==> src/rtl/drd_pkg.sv <==
// Package: shared constants for the DRAM row boundary decoder.
// Assumes: a 32-bit byte address and 4 MB row granularity.
package drd_pkg;
    localparam int unsigned DRD_ROWS       = 6;     // number of DRAM rows
    localparam int unsigned DRD_LIM_W      = 7;     // boundary field width
    localparam int unsigned DRD_REG_W      = 8;     // register width on the port
    localparam int unsigned DRD_OFS_W      = 8;     // register offset width
    localparam int unsigned DRD_BASE_OFS   = 'h60;  // offset of row 0 boundary
    localparam int unsigned DRD_CASCADE    = 3;     // first row whose write fans upward
    localparam int unsigned DRD_RST_VAL    = 2;     // reset boundary value
    localparam int unsigned DRD_ADDR_W     = 32;    // access address width
    localparam int unsigned DRD_GRAN_LSB   = 22;    // log2 of 4 MB
    localparam int unsigned DRD_CAP_LOG2   = 6;     // 256 MB cap = 2**6 units
endpackage

==> src/rtl/drd_regfile.sv <==
// Module: boundary register file with cascading writes.
// Holds one LIM_W-bit cumulative boundary per row. A write to row k
// with k >= CASCADE_FROM also loads every row above k. Offsets outside
// the window are ignored on write and read as zero.
// Assumes: one shared offset for read and write, synchronous active-low reset.
module drd_regfile #(
    parameter int unsigned NUM_ROWS     = drd_pkg::DRD_ROWS,
    parameter int unsigned LIM_W        = drd_pkg::DRD_LIM_W,
    parameter int unsigned REG_W        = drd_pkg::DRD_REG_W,
    parameter int unsigned OFS_W        = drd_pkg::DRD_OFS_W,
    parameter int unsigned BASE_OFS     = drd_pkg::DRD_BASE_OFS,
    parameter int unsigned CASCADE_FROM = drd_pkg::DRD_CASCADE,
    parameter int unsigned RST_VAL      = drd_pkg::DRD_RST_VAL
) (
    input  logic                             clk,
    input  logic                             rst_n,
    input  logic                             wr_en,
    input  logic [OFS_W-1:0]                 ofs,
    input  logic [REG_W-1:0]                 wr_data,
    output logic [REG_W-1:0]                 rd_data,
    output logic [NUM_ROWS-1:0][LIM_W-1:0]   bnd
);
    localparam logic [OFS_W-1:0] OFS_LO = OFS_W'(BASE_OFS);
    localparam logic [OFS_W-1:0] OFS_HI = OFS_W'(BASE_OFS + NUM_ROWS);
    localparam int unsigned      PAD_W  = REG_W - LIM_W;

    logic             in_win;
    logic [OFS_W-1:0] idx;
    logic             unused_msb;

    // Decode whether the offset falls inside the register window.
    assign in_win     = (ofs >= OFS_LO) && (ofs < OFS_HI);
    assign idx        = ofs - OFS_LO;
    assign unused_msb = ^wr_data[REG_W-1:LIM_W];

    generate
        for (genvar i = 0; i < NUM_ROWS; i++) begin : g_row
            logic load;
            // Load on a direct hit, or on a cascading write to a lower row.
            if (i > CASCADE_FROM) begin : g_casc
                assign load = wr_en && in_win &&
                              ((idx == OFS_W'(i)) ||
                               ((idx >= OFS_W'(CASCADE_FROM)) && (idx < OFS_W'(i))));
            end else begin : g_plain
                assign load = wr_en && in_win && (idx == OFS_W'(i));
            end

            // Boundary storage for row i.
            always_ff @(posedge clk) begin
                if (!rst_n)    bnd[i] <= LIM_W'(RST_VAL);
                else if (load) bnd[i] <= wr_data[LIM_W-1:0];
            end
        end
    endgenerate

    // Read mux: zero-extend the selected boundary, or return zero outside the window.
    always_comb begin
        rd_data = '0;
        for (int r = 0; r < NUM_ROWS; r++) begin
            if (in_win && (idx == OFS_W'(r))) rd_data = {{PAD_W{1'b0}}, bnd[r]};
        end
    end

    AST_CASCADE_TOP: assert property (@(posedge clk) disable iff (!rst_n)
        (wr_en && ofs == OFS_W'(BASE_OFS + CASCADE_FROM)) |=>
        (bnd[NUM_ROWS-1] == $past(wr_data[LIM_W-1:0])));

    AST_OUTSIDE_IGNORED: assert property (@(posedge clk) disable iff (!rst_n)
        (wr_en && !in_win) |=> $stable(bnd));

    AST_RD_MSB_ZERO: assert property (@(posedge clk) disable iff (!rst_n)
        rd_data[REG_W-1] == 1'b0);
endmodule

==> src/rtl/drd_first_hit.sv <==
// Module: lowest-index first-one finder.
// Grants the lowest set bit of req. Assumes nothing about the pattern of req.
module drd_first_hit #(
    parameter int unsigned N = drd_pkg::DRD_ROWS
) (
    input  logic [N-1:0] req,
    output logic [N-1:0] grant
);
    logic [N:0] seen;

    assign seen[0] = 1'b0;
    generate
        for (genvar i = 0; i < N; i++) begin : g_chain
            // Pass the grant only when no lower request is set.
            assign grant[i]  = req[i] & ~seen[i];
            assign seen[i+1] = seen[i] | req[i];
        end
    endgenerate
endmodule

==> src/rtl/drd_row_select.sv <==
// Module: address-to-row decode with registered strobes.
// Compares the 4 MB address field with every cumulative boundary, picks
// the lowest row above it, and flags accesses past top of memory or past
// the fixed cap. Outputs are registered with one cycle of latency.
// Assumes: the boundaries come straight from the register file, so a write
// made in the same cycle is seen only by later accesses.
module drd_row_select #(
    parameter int unsigned NUM_ROWS = drd_pkg::DRD_ROWS,
    parameter int unsigned LIM_W    = drd_pkg::DRD_LIM_W,
    parameter int unsigned ADDR_W   = drd_pkg::DRD_ADDR_W,
    parameter int unsigned GRAN_LSB = drd_pkg::DRD_GRAN_LSB,
    parameter int unsigned CAP_LOG2 = drd_pkg::DRD_CAP_LOG2
) (
    input  logic                            clk,
    input  logic                            rst_n,
    input  logic [NUM_ROWS-1:0][LIM_W-1:0]  bnd,
    input  logic                            acc_valid,
    input  logic [ADDR_W-1:0]               acc_addr,
    output logic [NUM_ROWS-1:0]             ras_n,
    output logic                            acc_oor
);
    localparam int unsigned CAP_BIT = GRAN_LSB + CAP_LOG2;

    logic [LIM_W-1:0]    units;
    logic                above_cap;
    logic [NUM_ROWS-1:0] below;
    logic [NUM_ROWS-1:0] grant;
    logic                in_range;
    logic                unused_low;

    // Slice the access into 4 MB units and check it against the cap.
    assign units      = acc_addr[GRAN_LSB +: LIM_W];
    assign above_cap  = |acc_addr[ADDR_W-1:CAP_BIT];
    assign unused_low = ^acc_addr[GRAN_LSB-1:0];

    generate
        for (genvar i = 0; i < NUM_ROWS; i++) begin : g_cmp
            // Row i can claim the access when the address lies under its limit.
            assign below[i] = units < bnd[i];
        end
    endgenerate

    drd_first_hit #(.N(NUM_ROWS)) u_first (
        .req   (below),
        .grant (grant)
    );

    // Accept only accesses under both the top boundary and the cap.
    assign in_range = !above_cap && below[NUM_ROWS-1];

    // Register the strobes and the out-of-range flag.
    always_ff @(posedge clk) begin
        if (!rst_n) begin
            ras_n   <= '1;
            acc_oor <= 1'b0;
        end else begin
            ras_n   <= (acc_valid && in_range) ? ~grant : '1;
            acc_oor <= acc_valid && !in_range;
        end
    end

    AST_ONE_STROBE: assert property (@(posedge clk) disable iff (!rst_n)
        $countones(~ras_n) <= 1);

    AST_OOR_QUIET: assert property (@(posedge clk) disable iff (!rst_n)
        acc_oor |-> (&ras_n));

    AST_IDLE_QUIET: assert property (@(posedge clk) disable iff (!rst_n)
        !acc_valid |=> ((&ras_n) && !acc_oor));

    AST_CAP_FLAG: assert property (@(posedge clk) disable iff (!rst_n)
        (acc_valid && (|acc_addr[ADDR_W-1:CAP_BIT])) |=> acc_oor);
endmodule

==> src/rtl/dram_row_decoder.sv <==
// Module: top of the DRAM row boundary decoder.
// Joins the boundary register file to the row decode path.
// Assumes: a single clock domain and a synchronous active-low reset.
module dram_row_decoder #(
    parameter int unsigned NUM_ROWS     = drd_pkg::DRD_ROWS,
    parameter int unsigned LIM_W        = drd_pkg::DRD_LIM_W,
    parameter int unsigned REG_W        = drd_pkg::DRD_REG_W,
    parameter int unsigned OFS_W        = drd_pkg::DRD_OFS_W,
    parameter int unsigned BASE_OFS     = drd_pkg::DRD_BASE_OFS,
    parameter int unsigned CASCADE_FROM = drd_pkg::DRD_CASCADE,
    parameter int unsigned RST_VAL      = drd_pkg::DRD_RST_VAL,
    parameter int unsigned ADDR_W       = drd_pkg::DRD_ADDR_W,
    parameter int unsigned GRAN_LSB     = drd_pkg::DRD_GRAN_LSB,
    parameter int unsigned CAP_LOG2     = drd_pkg::DRD_CAP_LOG2
) (
    input  logic                 clk,
    input  logic                 rst_n,
    input  logic                 cfg_wr,
    input  logic [OFS_W-1:0]     cfg_ofs,
    input  logic [REG_W-1:0]     cfg_wdata,
    output logic [REG_W-1:0]     cfg_rdata,
    input  logic                 acc_valid,
    input  logic [ADDR_W-1:0]    acc_addr,
    output logic [NUM_ROWS-1:0]  ras_n,
    output logic                 acc_oor
);
    logic [NUM_ROWS-1:0][LIM_W-1:0] bnd;

    drd_regfile #(
        .NUM_ROWS(NUM_ROWS), .LIM_W(LIM_W), .REG_W(REG_W), .OFS_W(OFS_W),
        .BASE_OFS(BASE_OFS), .CASCADE_FROM(CASCADE_FROM), .RST_VAL(RST_VAL)
    ) u_regs (
        .clk     (clk),
        .rst_n   (rst_n),
        .wr_en   (cfg_wr),
        .ofs     (cfg_ofs),
        .wr_data (cfg_wdata),
        .rd_data (cfg_rdata),
        .bnd     (bnd)
    );

    drd_row_select #(
        .NUM_ROWS(NUM_ROWS), .LIM_W(LIM_W), .ADDR_W(ADDR_W),
        .GRAN_LSB(GRAN_LSB), .CAP_LOG2(CAP_LOG2)
    ) u_sel (
        .clk       (clk),
        .rst_n     (rst_n),
        .bnd       (bnd),
        .acc_valid (acc_valid),
        .acc_addr  (acc_addr),
        .ras_n     (ras_n),
        .acc_oor   (acc_oor)
    );
endmodule

==> config.mk <==
export PLATFORM = sky130hd
export DESIGN_NAME = dram_row_decoder
export DESIGN_NICKNAME = d
export VERILOG_FILES = /design/src/rtl/drd_pkg.sv /design/src/rtl/drd_regfile.sv /design/src/rtl/drd_first_hit.sv /design/src/rtl/drd_row_select.sv /design/src/rtl/dram_row_decoder.sv
export SDC_FILE = /design/constraint.sdc
export NUM_CORES = 1
export LEC_CHECK = 0
export BUFFER_PORTS_ARGS = -buffer_cell sky130_fd_sc_hd__buf_2
export CORE_ASPECT_RATIO = 0.8
export CORE_MARGIN = 2
export CORE_UTILIZATION = 48
export DETAILED_ROUTE_END_ITERATION = 10
export PLACE_DENSITY = 0.72
export REMOVE_ABC_BUFFERS = 1
export SKIP_LAST_GASP = 1
export SYNTH_ARGS = -nofsm -noshare
export SYNTH_HDL_FRONTEND = slang
export SYNTH_SLANG_ARGS = --single-unit
==> constraint.sdc <==
create_clock -name clk -period 2.6 [get_ports clk]
set_input_delay 0.13 -clock clk [delete_from_list [all_inputs] [get_ports clk]]
set_output_delay 0.13 -clock clk [all_outputs]
set_load 0.02 [all_outputs]
After elaboration in Yosys (flattened, before gate mapping)
Index checks and enable logic that the tools add are counted.
{"block": "op_classes", "n_addsub": 1, "n_lt_le_gt_ge": 11, "n_eq_ne": 5, "muxes": 6, "n_bitwise": 15, "n_reduce_logical": 26}
{"op": "less-than comparator 7 bit", "count": 6}
{"op": "two-way mux 7 bit", "count": 6}
{"op": "logical AND 1 bit", "count": 19}
{"op": "== test 8 x 2 -> 1 bit (second input constant)", "count": 2}
{"op": "== test 8 x 3 -> 1 bit (second input constant)", "count": 2}
{"op": "less-than comparator 8 x 3 -> 1 bit (second input constant)", "count": 2}
{"op": "== test 8 x 1 -> 1 bit (second input constant)", "count": 1}
{"op": ">= comparator 8 x 2 -> 1 bit (second input constant)", "count": 1}
{"op": ">= comparator 8 x 7 -> 1 bit (second input constant)", "count": 1}
{"op": "logical NOT 8 bit", "count": 1}
{"op": "less-than comparator 8 x 7 -> 1 bit (second input constant)", "count": 1}
{"op": "subtractor 8 x 7 -> 8 bit (second input constant)", "count": 1}
{"op": "inverter 6 bit", "count": 1}
{"op": "AND 1 bit", "count": 5}
{"op": "inverter 1 bit", "count": 5}
{"op": "OR 1 bit", "count": 4}
{"op": "OR reduction 4 bit", "count": 1}
{"op": "logical NOT 1 bit", "count": 2}
{"op": "logical OR 1 bit", "count": 2}
{"op": "AND reduction 2 bit", "count": 1}
{"block": "totals", "regBits": 49, "inputBits": 52, "out_inout_bits": 15, "wordCells": 72}

Depth between registers and ports, before layout
{"block": "logic_depth", "word_depth": 9, "mapped_depth": 7, "mapped_depth_nobuf": 7}

Modules after synthesis
From an unflattened synthesis, not the netlist that was laid out.
{"block": "unflattened", "hier_cells": 391, "area_unflattened_um2": 3314.4}
{"mod": "drd_regfile", "n_inst": 1, "cells_per_inst": 241, "area_each_um2": 2145.8, "seq_area_each_um2": 840.8}
{"mod": "drd_row_select", "n_inst": 1, "cells_per_inst": 143, "area_each_um2": 1111.1, "seq_area_each_um2": 140.1}
{"mod": "drd_first_hit", "n_inst": 1, "cells_per_inst": 7, "area_each_um2": 57.6, "seq_area_each_um2": 0.0}

Worst setup path after synthesis
OpenSTA, ideal clock, no wires.
{"block": "synth_timing", "path_kind": "in2out", "start": "input cfg_ofs[5]", "end": "output cfg_rdata[3]", "t_arrival_ns": 1.695, "required_time_ns": 2.470, "setup_slack_ns": 0.775, "stages": 6, "n_path_buf": 0, "cell_sequence": "ha_1 -> nor4b_4 -> nand2_1 -> nor3_1 -> nand2_1 -> a2bb2oi_1"}
{"block": "synth_between", "elab_chain_len": 9, "word_cells_on_any_way": 22, "classes_between": "add/sub (1); order compare (2); eq/ne (5); mux (6); reduce/logical (8)"}
{"element": "start: declaration", "line": "dram_row_decoder.sv:19", "text": "input logic [OFS_W-1:0] cfg_ofs,"}
{"element": "subtractor 8 x 7 -> 8 bit (tied with other cells)", "line": "drd_regfile.sv:33", "text": "assign idx = ofs - OFS_LO;"}
{"element": "logical NOT 8 bit / logical AND 1 bit (equally long branches)", "line": "drd_regfile.sv:60, drd_regfile.sv:32"}
{"element": "logical AND 1 bit", "line": "drd_regfile.sv:60", "text": "if (in_win && (idx == OFS_W'(r))) rd_data = {{PAD_W{1'b0}}, bnd[r]};"}
{"element": "two-way mux 7 bit (5 in series)", "line": "drd_regfile.sv:60"}
{"element": "two-way mux 7 bit (*)", "line": "drd_regfile.sv:60"}
{"element": "end: declaration", "line": "dram_row_decoder.sv:21", "text": "output logic [REG_W-1:0] cfg_rdata,"}
Mark *: on every way between the ends. The rest lies on a longest branch, timed or not.

Worst setup path after layout
{"block": "layout_timing", "start": "register u_regs.bnd[37] in the netlist's numbering", "end": "register u_sel.ras_n[4]"}
{"block": "layout_between", "elab_chain_len": 4}
{"element": "start: declaration", "line": "drd_regfile.sv:21", "text": "output logic [NUM_ROWS-1:0][LIM_W-1:0] bnd"}
{"element": "start signal: indexed assignment", "line": "drd_regfile.sv:50", "text": "if (!rst_n) bnd[i] <= LIM_W'(RST_VAL);"}
{"element": "start signal: indexed assignment", "line": "drd_regfile.sv:51", "text": "else if (load) bnd[i] <= wr_data[LIM_W-1:0];"}
{"element": "less-than comparator 7 bit", "line": "drd_row_select.sv:39", "text": "assign below[i] = units < bnd[i];"}
{"element": "logical AND 1 bit", "line": "drd_row_select.sv:49", "text": "assign in_range = !above_cap && below[NUM_ROWS-1];"}
{"element": "logical AND 1 bit", "line": "drd_row_select.sv:57", "text": "ras_n <= (acc_valid && in_range) ? ~grant : '1;"}
{"element": "AND reduction 2 bit (no line)"}
{"element": "end signal: assignment", "line": "drd_row_select.sv:57"}
{"element": "end: declaration", "line": "drd_row_select.sv:19", "text": "output logic [NUM_ROWS-1:0] ras_n,"}
No other way between the ends.
A chain may end at the register's enable or synchronous reset.

==> impl_metrics.json <==
{
  "max-vdd-ir-drop_v": 0.000227,
  "worstMarginPinSlew_ns": 0.637,
  "layout.cells.most_common": "dfxtp_1",
  "grt_first_pass_wirelength_mm": 12.4,
  "gpl.final_weighted_congestion": 0.880,
  "start_util_pct": 49.2,
  "design.core.area_mm2": 0.00634,
  "global_route.usage.total_pct": 22.2,
  "num_io_pins": 67,
  "holdBufCountCts": 0,
  "wl_per_cell_um": 16.1,
  "drt-vias-per-instance": 5.54,
  "final_setup_viols": 0,
  "cts-buffers-inserted": 5,
  "worstSetupEndpointType": "flop",
  "met1_track_utilization_from_global_routing_pct": 32.6,
  "drv_cap": 0,
  "start_kind": "flop",
  "finClkSkew_ns": 0.00542,
  "fin_cells": 485,
  "area.growth.synth_to_final_pct": 12.1,
  "cp-startpoint": "u_regs.bnd[37]$_SDFFE_PN0P_",
  "cts-root-to-sink-buffers": 2,
  "whs_ns": 0.116,
  "numClockSinks": 49,
  "crit_path_max_fanout": 5,
  "initial_antenna_violation_count": 0,
  "outcome": "complete, no violations",
  "final_antenna_net_count": 0,
  "fill_cells": 596,
  "post-route-cell-area_mm2": 0.00350,
  "netlist-cell-type-count": 41,
  "final_nets": 489,
  "gr-usage-met2_pct": 34.6,
  "die_h_um": 76.1,
  "critical_path.reg2reg.startpoint": "u_regs.bnd[37]$_SDFFE_PN0P_",
  "post_cts_repair_resize_count": 0,
  "worst_setup_slack_after_layout_ns": 0.423,
  "critPathArrivalTime_ns": 2.35,
  "clkTransAtPathRegs_ns": 0.09,
  "synth_area_per_cell_um2": 8.67,
  "pwr-share-seq_pct": 50.1,
  "global_route.usage.met3_pct": 2.97,
  "yosys_warnings": 0,
  "hold_violations": 0,
  "grt.overflow.total": 0,
  "via_count": 2689,
  "setup-tns-final_ns": 0,
  "hpwlAfterDp_mm": 5.93,
  "h-tree-depth": 2,
  "tritoncts_clock_tree": "built",
  "clock_tree_root_driver_cell": "clkbuf_8",
  "antennaDiodeCount": 0,
  "first_drt_iteration_drcs": 147,
  "critical_path_class": "flop to flop",
  "achievable-frequency_mhz": 459,
  "std_cell_rows": 26,
  "number_of_standard_cells_after_synthesis": 360,
  "place_ws_ns": 0.495,
  "power.switching_fraction_pct": 24.4,
  "die_area_mm2": 0.00717,
  "power_frac_clock_pct": 38.5,
  "static_leak_nw": 1.49,
  "share_comb_of_total_power_pct": 11.4,
  "placement.io_buffers": 42,
  "most_used_routing_layer": "met2",
  "synth_seq_area_share_pct": 31.4,
  "worstHoldStart": "acc_valid",
  "drcViolationCount": 0,
  "post-route-period-util_pct": 83.7,
  "maxSlewHeadroom_pct": 57.1,
  "die_w_um": 94.2,
  "mostFrequentLayoutCells": "49 x dfxtp_1, 47 x nand2_1, 42 x buf_2",
  "final_period_minus_worst_setup_slack_ns": 2.18,
  "post_cts_buffers": 0,
  "place_area_mm2": 0.00338,
  "cp_data_required_time_ns": 2.77,
  "unrepaired_setup_endpoints_after_global_routing": "no",
  "internal_power_mw": 1.13,
  "worst_hold_path_type": "input pin to flop",
  "final_layout_size_suffix_gt1_share_pct": 18.5,
  "grt_start_max_net_pins": 32,
  "timing_max_transition_violations_final": 0,
  "grt_pass1_vias": 2508,
  "netSwitchingPower_uw": 365,
  "drt_pre_antenna_iters": 4,
  "worstSkewPairLatency_ns": 0.31,
  "drt_wl_total_mm": 7.81,
  "synth.ff_latch_count": 49,
  "cell_count_post_placement": 477,
  "pwr_density_cell_mw_per_mm2": 428,
  "syn-cell-area_mm2": 0.00312
}
==> through the flow <==
| step | util [%] | power, mW |
|---|---|---|
| after floorplan | - | 0.847 |
| after global placement | 53.4 | 0.931 |
| after detailed placement | 53.4 | 0.937 |
| after CTS | 55.2 | 1.51 |
| after global routing | 55.2 | 1.56 |
| final | 55.2 | 1.50 |
==> state kept, by name, indices dropped and copies added (netlist names) <==
| register | count |
|---|---|
| u_sel.ras_n | 6 |
| u_regs.bnd | 42 |
| u_sel.acc_oor | 1 |
==> cell type report <==
| cell class | count | area (um2) | share of cell area (%) |
|---|---|---|---|
| multi-input combinational | 258 | 1890 | 54.1 |
| sequential | 49 | 981 | 28.0 |
| timing repair buffer | 50 | 270 | 7.72 |
| inverter | 36 | 135 | 3.86 |
| tap | 84 | 105 | 3.00 |
| clock buffer | 7 | 86.3 | 2.47 |
| clock inverter | 1 | 30.0 | 0.858 |
==> worst max-delay path, stage by stage, from the launching register on <==
cell	delay, ns
dfxtp_1	0.38
inv_1	0.06
ha_1	0.30
a211o_1	0.30
a31oi_1	0.23
o21ai_0	0.28
nor3_2	0.35
nand4b_1	0.15
==> power by group through the flow <==
stage          combinational (mW)  clock, mW  sequential [mW]
6_report                    0.171      0.576            0.751
5_1_grt                     0.191      0.615            0.752
4_1_cts                     0.170      0.586            0.751
3_5_place_dp                0.168          0            0.769
3_3_place_gp                0.162          0            0.769
2_1_floorplan              0.0771          0            0.770
==> cells by family (layout without fill, tap and decap cells) <==
| kind of cell | count (synthesis) | in the layout | synth area share (%) |
|---|---|---|---|
| adders and majority gates | 37 | 37 | 14.8 |
| other | 1 | 1 | 0.120 |
| muxes | 28 | 28 | 11.8 |
| AOI/OAI and AO/OA | 66 | 66 | 13.5 |
| buffers and inverters | 53 | 94 | 7.94 |
| and+or+nand+nor | 126 | 126 | 20.4 |
| DFF | 49 | 49 | 31.4 |
==> cells in the mapped netlist <==
library cell | instances | area [um2]
nor4b_4 | 1 | 23.8
a211o_1 | 4 | 35.0
nor2_1 | 19 | 71.3
mux2i_1 | 21 | 210
dfxtp_1 | 49 | 981
buf_4 | 2 | 15.0
nor3_1 | 2 | 10.0
and2_1 | 1 | 6.26
conb_1 | 1 | 3.75
nand2b_1 | 5 | 31.3
clkbuf_8 | 2 | 27.5
nand4b_1 | 1 | 8.76
o21ai_0 | 31 | 155
a21oi_1 | 6 | 30.0
or4_1 | 1 | 7.51
clkbuf_1 | 6 | 22.5
o211ai_1 | 3 | 22.5
nand3_1 | 22 | 110
a31o_2 | 6 | 52.6
inv_1 | 36 | 135
nor3b_2 | 1 | 12.5
buf_2 | 5 | 25.0
a2bb2oi_1 | 2 | 17.5
a211oi_1 | 3 | 22.5
nand3b_1 | 1 | 7.51
a221oi_1 | 2 | 17.5
o22a_1 | 1 | 8.76
mux4_2 | 7 | 158
nand2_1 | 47 | 176
a21o_1 | 5 | 37.5
nor2b_1 | 14 | 87.6
a41oi_1 | 1 | 8.76
buf_6 | 2 | 22.5
nor3b_1 | 1 | 7.51
or3b_1 | 2 | 17.5
or3_1 | 2 | 12.5
o2111ai_1 | 1 | 8.76
ha_1 | 37 | 463
nand4_1 | 4 | 25.0
a31oi_1 | 1 | 6.26
nor3_2 | 2 | 20.0
==> metal layers <==
| metal | routed length [um] | share of wire, % |
|---|---|---|
| met1 | 3710 | 48 |
| met2 | 3540 | 45 |
| met3 | 498 | 6.4 |
| met4 | 53 | 0.68 |
| met5 | 0 | 0 |
==> worst paths after layout <==
check	end	cells past startpoint	slack, ns
max reg2reg	u_sel.ras_n[4]$_SDFF_PN1_	7	0.42
min reg2reg	u_regs.bnd[7]$_SDFFE_PN0P_	2	0.48
max	u_sel.ras_n[4]$_SDFF_PN1_	7	0.42
min	u_sel.acc_oor$_SDFF_PN0_	3	0.12
No activity file was read; power rests on OpenSTA's default activity.
